### config.mk
export PLATFORM = sky130hd
export DESIGN_NAME = spi_irq_vector
export DESIGN_NICKNAME = d
export VERILOG_FILES = /design/src/rtl/spi_irq_vector_pkg.sv /design/src/rtl/ivr_flags.sv /design/src/rtl/ivr_prio.sv /design/src/rtl/spi_irq_vector.sv
export SDC_FILE = /design/constraint.sdc
export NUM_CORES = 1
export LEC_CHECK = 0
export BUFFER_PORTS_ARGS = -buffer_cell sky130_fd_sc_hd__buf_2
export CORE_AREA = 2 2 41 43
export CTS_CLUSTER_SIZE = 16
export DETAILED_ROUTE_END_ITERATION = 12
export DIE_AREA = 0 0 43 45
export GPL_TIMING_DRIVEN = 0
export PLACE_DENSITY = 0.89
export SETUP_SLACK_MARGIN = 0.3
export SLEW_MARGIN = 40
export SYNTH_ARGS = -nofsm -noshare
export SYNTH_HDL_FRONTEND = slang
export SYNTH_SLANG_ARGS = --single-unit
### constraint.sdc
create_clock -name clk -period 2.65 [get_ports clk]
set_input_delay 0.265 -clock clk [delete_from_list [all_inputs] [get_ports clk]]
set_output_delay 0.265 -clock clk [all_outputs]
set_load 0.01 [all_outputs]
### src/rtl/spi_irq_vector_pkg.sv
package spi_irq_vector_pkg;
  localparam int NUM_SRC = 4;
  localparam int VEC_W   = 5;
  // source index order is priority order, index 0 highest
  localparam int SRC_ERR  = 0;
  localparam int SRC_OVR  = 1;
  localparam int SRC_FULL = 2;
  localparam int SRC_TXE  = 3;

  localparam logic [VEC_W-1:0] CODE_NONE = 5'h00;
  localparam logic [VEC_W-1:0] CODE_ERR  = 5'h11;
  localparam logic [VEC_W-1:0] CODE_FULL = 5'h12;
  localparam logic [VEC_W-1:0] CODE_OVR  = 5'h13;
  localparam logic [VEC_W-1:0] CODE_TXE  = 5'h14;

  function automatic logic [VEC_W-1:0] src_code(input int idx);
    case (idx)
      SRC_ERR:  return CODE_ERR;
      SRC_OVR:  return CODE_OVR;
      SRC_FULL: return CODE_FULL;
      SRC_TXE:  return CODE_TXE;
      default:  return CODE_NONE;
    endcase
  endfunction
endpackage

### src/rtl/ivr_flags.sv
module ivr_flags #(
  parameter int NUM_SRC = 4
) (
  input  logic               clk,
  input  logic               rst,
  input  logic [NUM_SRC-1:0] set_i,
  input  logic [NUM_SRC-1:0] clr_i,
  output logic [NUM_SRC-1:0] flags_o
);
  for (genvar i = 0; i < NUM_SRC; i++) begin : g_flag
    always_ff @(posedge clk) begin
      if (rst)           flags_o[i] <= 1'b0;
      else if (set_i[i]) flags_o[i] <= 1'b1;
      else if (clr_i[i]) flags_o[i] <= 1'b0;
    end


    set_wins_chk: assert property (@(posedge clk) disable iff (rst)
      set_i[i] |=> flags_o[i]);


    hold_unless_clr_chk: assert property (@(posedge clk) disable iff (rst)
      (flags_o[i] && !clr_i[i]) |=> flags_o[i]);
  end
endmodule

### src/rtl/ivr_prio.sv
module ivr_prio
  import spi_irq_vector_pkg::*;
#(
  parameter int N = NUM_SRC
) (
  input  logic [N-1:0]     flags_i,
  output logic [N-1:0]     grant_o,
  output logic [VEC_W-1:0] code_o
);
  assign grant_o[0] = flags_i[0];
  for (genvar i = 1; i < N; i++) begin : g_grant
    assign grant_o[i] = flags_i[i] & ~(|flags_i[i-1:0]);
  end

  always_comb begin
    code_o = CODE_NONE;
    for (int i = 0; i < N; i++)
      if (grant_o[i]) code_o = code_o | src_code(i);
  end
endmodule

### src/rtl/spi_irq_vector.sv
module spi_irq_vector
  import spi_irq_vector_pkg::*;
#(
  parameter int DATA_W  = 32,
  parameter int VEC_LSB = 1
) (
  input  logic              clk,
  input  logic              rst,
  input  logic              set_err,
  input  logic              set_ovr,
  input  logic              set_full,
  input  logic              set_txe,
  input  logic              rd_en,
  input  logic              tx_wr,
  input  logic              err_ack,
  output logic [DATA_W-1:0] rd_data,
  output logic [VEC_W-1:0]  vec,
  output logic              irq
);
  localparam int VEC_MSB = VEC_LSB + VEC_W - 1;

  logic [NUM_SRC-1:0] set_v, clr_v, flags, grant;
  logic [DATA_W-1:0]  word;

  assign set_v[SRC_ERR]  = set_err;
  assign set_v[SRC_OVR]  = set_ovr;
  assign set_v[SRC_FULL] = set_full;
  assign set_v[SRC_TXE]  = set_txe;

  // read side effects follow the code being returned in this cycle
  assign clr_v[SRC_ERR]  = err_ack;
  assign clr_v[SRC_OVR]  = rd_en && (vec == CODE_OVR);
  assign clr_v[SRC_FULL] = rd_en && (vec == CODE_FULL);
  assign clr_v[SRC_TXE]  = tx_wr;

  ivr_flags #(.NUM_SRC(NUM_SRC)) u_flags (
    .clk(clk), .rst(rst), .set_i(set_v), .clr_i(clr_v), .flags_o(flags)
  );

  ivr_prio #(.N(NUM_SRC)) u_prio (
    .flags_i(flags), .grant_o(grant), .code_o(vec)
  );

  always_comb begin
    word = '0;
    word[VEC_MSB:VEC_LSB] = vec;
  end

  always_ff @(posedge clk) begin
    if (rst)        rd_data <= '0;
    else if (rd_en) rd_data <= word;
  end

  assign irq = |flags;


  irq_vec_chk: assert property (@(posedge clk) disable iff (rst)
    irq == (vec != CODE_NONE));


  rd_capture_chk: assert property (@(posedge clk) disable iff (rst)
    rd_en |=> (rd_data[VEC_MSB:VEC_LSB] == $past(vec)) && (rd_data[0] == 1'b0));


  ovr_clear_chk: assert property (@(posedge clk) disable iff (rst)
    (rd_en && vec == CODE_OVR && !set_ovr) |=> !flags[SRC_OVR]);


  err_top_chk: assert property (@(posedge clk) disable iff (rst)
    flags[SRC_ERR] |-> vec == CODE_ERR);


  err_read_hold_chk: assert property (@(posedge clk) disable iff (rst)
    (flags[SRC_ERR] && rd_en && !err_ack) |=> vec == CODE_ERR);


  grant_one_chk: assert property (@(posedge clk) disable iff (rst)
    $onehot0(grant));
endmodule

Word-level counts from Yosys, hierarchy flattened. Cells that the tools add are included.

Register bits: 9. Bits in latches: 0. RAM bits: 0. Memory bits (read-only): 0. Bits of input ports: 9. Output and inout port bits: 38. Logic and storage cells: 40. Memories: 0.

Add/sub/neg operators: 0. $mul: 0. Div/mod/pow operators: 0. Magnitude comparators: 0. Equality and inequality tests: 2. Shifts and indexed selects: 0. Mux-type cells: 15. Bitwise logic cells: 9. Reductions and logical operators: 9.

Operators with widths (count): 5-bit two-way mux (7); 5-bit OR (3); 5-bit equality test (second input constant) (2); 1-bit two-way mux (8); 2-bit nonzero test (4); 4-bit OR reduction (1); 1-bit AND (3); 1-bit NOT (3); 3-bit OR reduction (1); 1-bit logical AND (2); 2-bit OR reduction (1).

Depth between registers and ports, before layout.
Word-level depth: 13. Depth in mapped cells: 4. Mapped depth without buffers: 3.

Cells and area by module. From an unflattened synthesis, not the netlist that was laid out.

Cells, all modules: 76. Area total of the unflattened synthesis: 629.4 um^2.

Modules (own cells, without submodules): spi_irq_vector (instances 1, cells each 50, area each 416.6 um^2, sequential area each 100.1 um^2); ivr_flags (instances 1, cells each 16, area each 140.1 um^2, sequential area each 80.1 um^2); ivr_prio (instances 1, cells each 10, area each 72.6 um^2, sequential area each 0.0 um^2).

Least setup slack after synthesis. No wires, ideal clock.

Path kind: reg-to-output. Start point: reg u_flags.flags_o[1]. End point: out irq. Arrival time: 1.026 ns. Required time: 2.385 ns. Setup slack: 1.359 ns. Cell stages (with the launch flop): 2. Path buffers: 0. Path through: dfxtp_1 or4_2.

Longest elaborated chain between the ends: 1.

RTL lines: start, declared (RTL line ivr_flags.sv:8) `output logic [NUM_SRC-1:0] flags_o`; start signal, assigned by index (RTL line ivr_flags.sv:12) `if (rst) flags_o[i] <= 1'b0;`; start signal, assigned by index (RTL line ivr_flags.sv:13) `else if (set_i[i]) flags_o[i] <= 1'b1;`; start signal, assigned by index (RTL line ivr_flags.sv:14) `else if (clr_i[i]) flags_o[i] <= 1'b0;`; 4-bit OR reduction (RTL line spi_irq_vector.sv:54) `assign irq = |flags;`; end, declared (RTL line spi_irq_vector.sv:18) `output logic irq`.

Every way passes these cells.

Worst setup path after layout. Ends and elaborated chain as after synthesis.

==> flow_metrics.tcl <==
set metrics [dict create \
    place_congestion 0.697 \
    hp-class "input port to flop" \
    cts_setup_buffers 0 \
    fin_worst_skew_ps 0.0902 \
    ys_warn_count 0 \
    cts-htree-levels 1 \
    vias 457 \
    yosys.area.top_type "buf_4" \
    ios 47 \
    synth_cells 66 \
    drive_gt1_share_pct 47.3 \
    setup_violations 0 \
    antenna_left 0 \
    grt_pass1_wl_mm 1.37 \
    clock_latency_ps 240 \
    clockBufferDepth 2 \
    crit_chain "or4_2 > buf_2" \
    grt_pass1_vias 344 \
    ys_types 17 \
    dp_hpwl_um 818 \
    core_region_area_mm2 0.00147 \
    max_freq_ghz 0.588 \
    drc_errors 0 \
    antenna_found_initial 0 \
    grt_max_degree 9 \
    portBuffers 15 \
    die_x_um 43 \
    r2r_slack_ps 1420 \
    startpoint_type "flop" \
    die_h_um 45 \
    p_total_w 0.000321 \
    post_drt_wl_per_cell_um 7.41 \
    final-instance-count-excl-fill 128 \
    place_inst 125 \
    status "completed" \
    gr-total-overflow 0 \
    syn_area_um2 551 \
    crit_path_end_kind "output pin" \
    syn_to_final_growth_pct 40.5 \
    final_nets 123 \
    cts_root_buf "clkbuf_4" \
    num_rows 14 \
    crit_fanout 7 \
    hold_viol 0 \
    synthTopCellsByArea "buf_4 41%, dfxtp_1 29%, nor2_1 5.5%" \
    grtUsageTotal_pct 9.87 \
    synthArstFlopShare_pct 0 \
    synthFlopType "dfxtp_1" \
    wirelength_um 948 \
    final.period_utilization_pct 64.1 \
    min_period_ps 1700 \
    rsz0062_at_grt "no" \
    cts-buffers-inserted 3 \
    clock_sinks 8 \
    ctsHoldBuffers 0 \
    cp.arrival_ps 1430 \
    yosysMostFrequentCell "buf_4" \
    drv_cap 0 \
    worstPathRequired_ps 2380 \
    synth_top_area_share_pct 40.9 \
    diodes 0 \
    seq_area_frac_synth_pct 29.1 \
    initial_utilization_pct 37.4 \
    cts_tree "done" \
    yosys-top-cells-count "30 x buf_4, 8 x dfxtp_1, 8 x nor2_1" \
    leakagePower_nw 0.483 \
    via_per_inst 3.57 \
    fin_setup_tns_ps 0 \
    clkTransAtPathRegs_ps 50 \
    drtIter0Drc 6 \
    fillers 143 \
    cts.repair.resized 0 \
    maxSlewViolCount 0 \
    dieArea_mm2 0.00194 \
    vdd_drop_max_uv 361 \
    ys_seq_elements 8 \
    syn_area_per_cell_um2 8.34 \
    powerDensity_mw_per_mm2 415 \
    synth_enable_flop_cells 0 \
    path_class "flop to output pin" \
    max_stage_delay_ps 670 \
    dr.pass1.iters 4 \
    cpMaxStageDelayCell "or4_2" \
]
==> where the power goes <==
| group | internal (W) | total (W) | switching [W] |
|---|---|---|---|
| registers | 0.000129 | 0.000136 | 0.00000752 |
| logic | 0.0000509 | 0.0000957 | 0.0000449 |
| clock network | 0.0000515 | 0.0000888 | 0.0000372 |
| total | 0.000231 | 0.000321 | 0.0000896 |
==> per-layer routing <==
layer,vias up,global-route usage [%],share of wire (%)
met3,2,6.00,17
li1,246,-,-
met1,179,9.11,37
met4,0,5.45,0.74
met5,-,0,0
met2,30,17.0,45
==> cell usage in the layout (no fill, tap or decap) <==
| master | count |
|---|---|
| or3b_2 | 1 |
| inv_1 | 3 |
| a31o_2 | 1 |
| or2_2 | 1 |
| buf_2 | 15 |
| nor4b_1 | 1 |
| mux2i_1 | 2 |
| nor2_1 | 8 |
| a21oi_1 | 4 |
| nor3b_1 | 1 |
| or4_4 | 1 |
| buf_4 | 30 |
| clkbuf_1 | 1 |
| conb_1 | 29 |
| dfxtp_1 | 8 |
| nand2b_1 | 1 |
| or4_2 | 1 |
| o211a_1 | 1 |
| clkbuf_4 | 3 |
==> metrics by stage <==
stage	hold WS [ps]	util, %	cell area, µm²	worst slack (ps)
6_report	226	52.6	773	950
5_1_grt	224	52.6	773	896
4_1_cts	221	52.6	773	938
3_5_place_dp	477	51.0	751	1210
3_3_place_gp	459	51.0	751	1240
2_1_floorplan	382	-	656	1360
==> worst paths after layout <==
path / startpoint / end / cells past startpoint
setup reg to reg: u_flags.flags_o[1]$_SDFFE_PP0P_ / rd_data[5]$_SDFFE_PP0P_ / 3
hold / removal: set_txe / u_flags.flags_o[3]$_SDFFE_PP0P_ / 3
hold reg to reg: rd_data[5]$_SDFFE_PP0P_ / rd_data[5]$_SDFFE_PP0P_ / 2
setup / recovery: u_flags.flags_o[1]$_SDFFE_PP0P_ / irq / 2
==> final cells by class <==
| class | instances | area, µm² | area share (%) |
|---|---|---|---|
| Multi-Input combinational cell | 52 | 255 | 33.0 |
| Buffer | 31 | 229 | 29.6 |
| Sequential cell | 8 | 160 | 20.7 |
| Timing Repair Buffer | 15 | 75.1 | 9.71 |
| Clock buffer | 3 | 22.5 | 2.91 |
| Tap cell | 16 | 20.0 | 2.59 |
| Inverter | 3 | 11.3 | 1.46 |
==> registers in the layout, summed over array words and instances, names as in the netlist <==
name	flops
u_flags.flags_o	4
rd_data	4
==> cells by family after synthesis <==
kind of cell / Yosys count / synth area share [%]
buf+inv: 34 / 43.6
simple gates: 15 / 15.9
compound gates: 6 / 7.05
mux: 2 / 3.64
other cells: 1 / 0.681
flops: 8 / 29.1
==> worst max-delay path: cells and delay by family (launching register included) <==
kind                   cells  cell delay, ps
AND/OR/NAND/NOR            1             670
flip-flops                 1             360
buffers and inverters      1             160
Power figures use the tool's default switching activity.
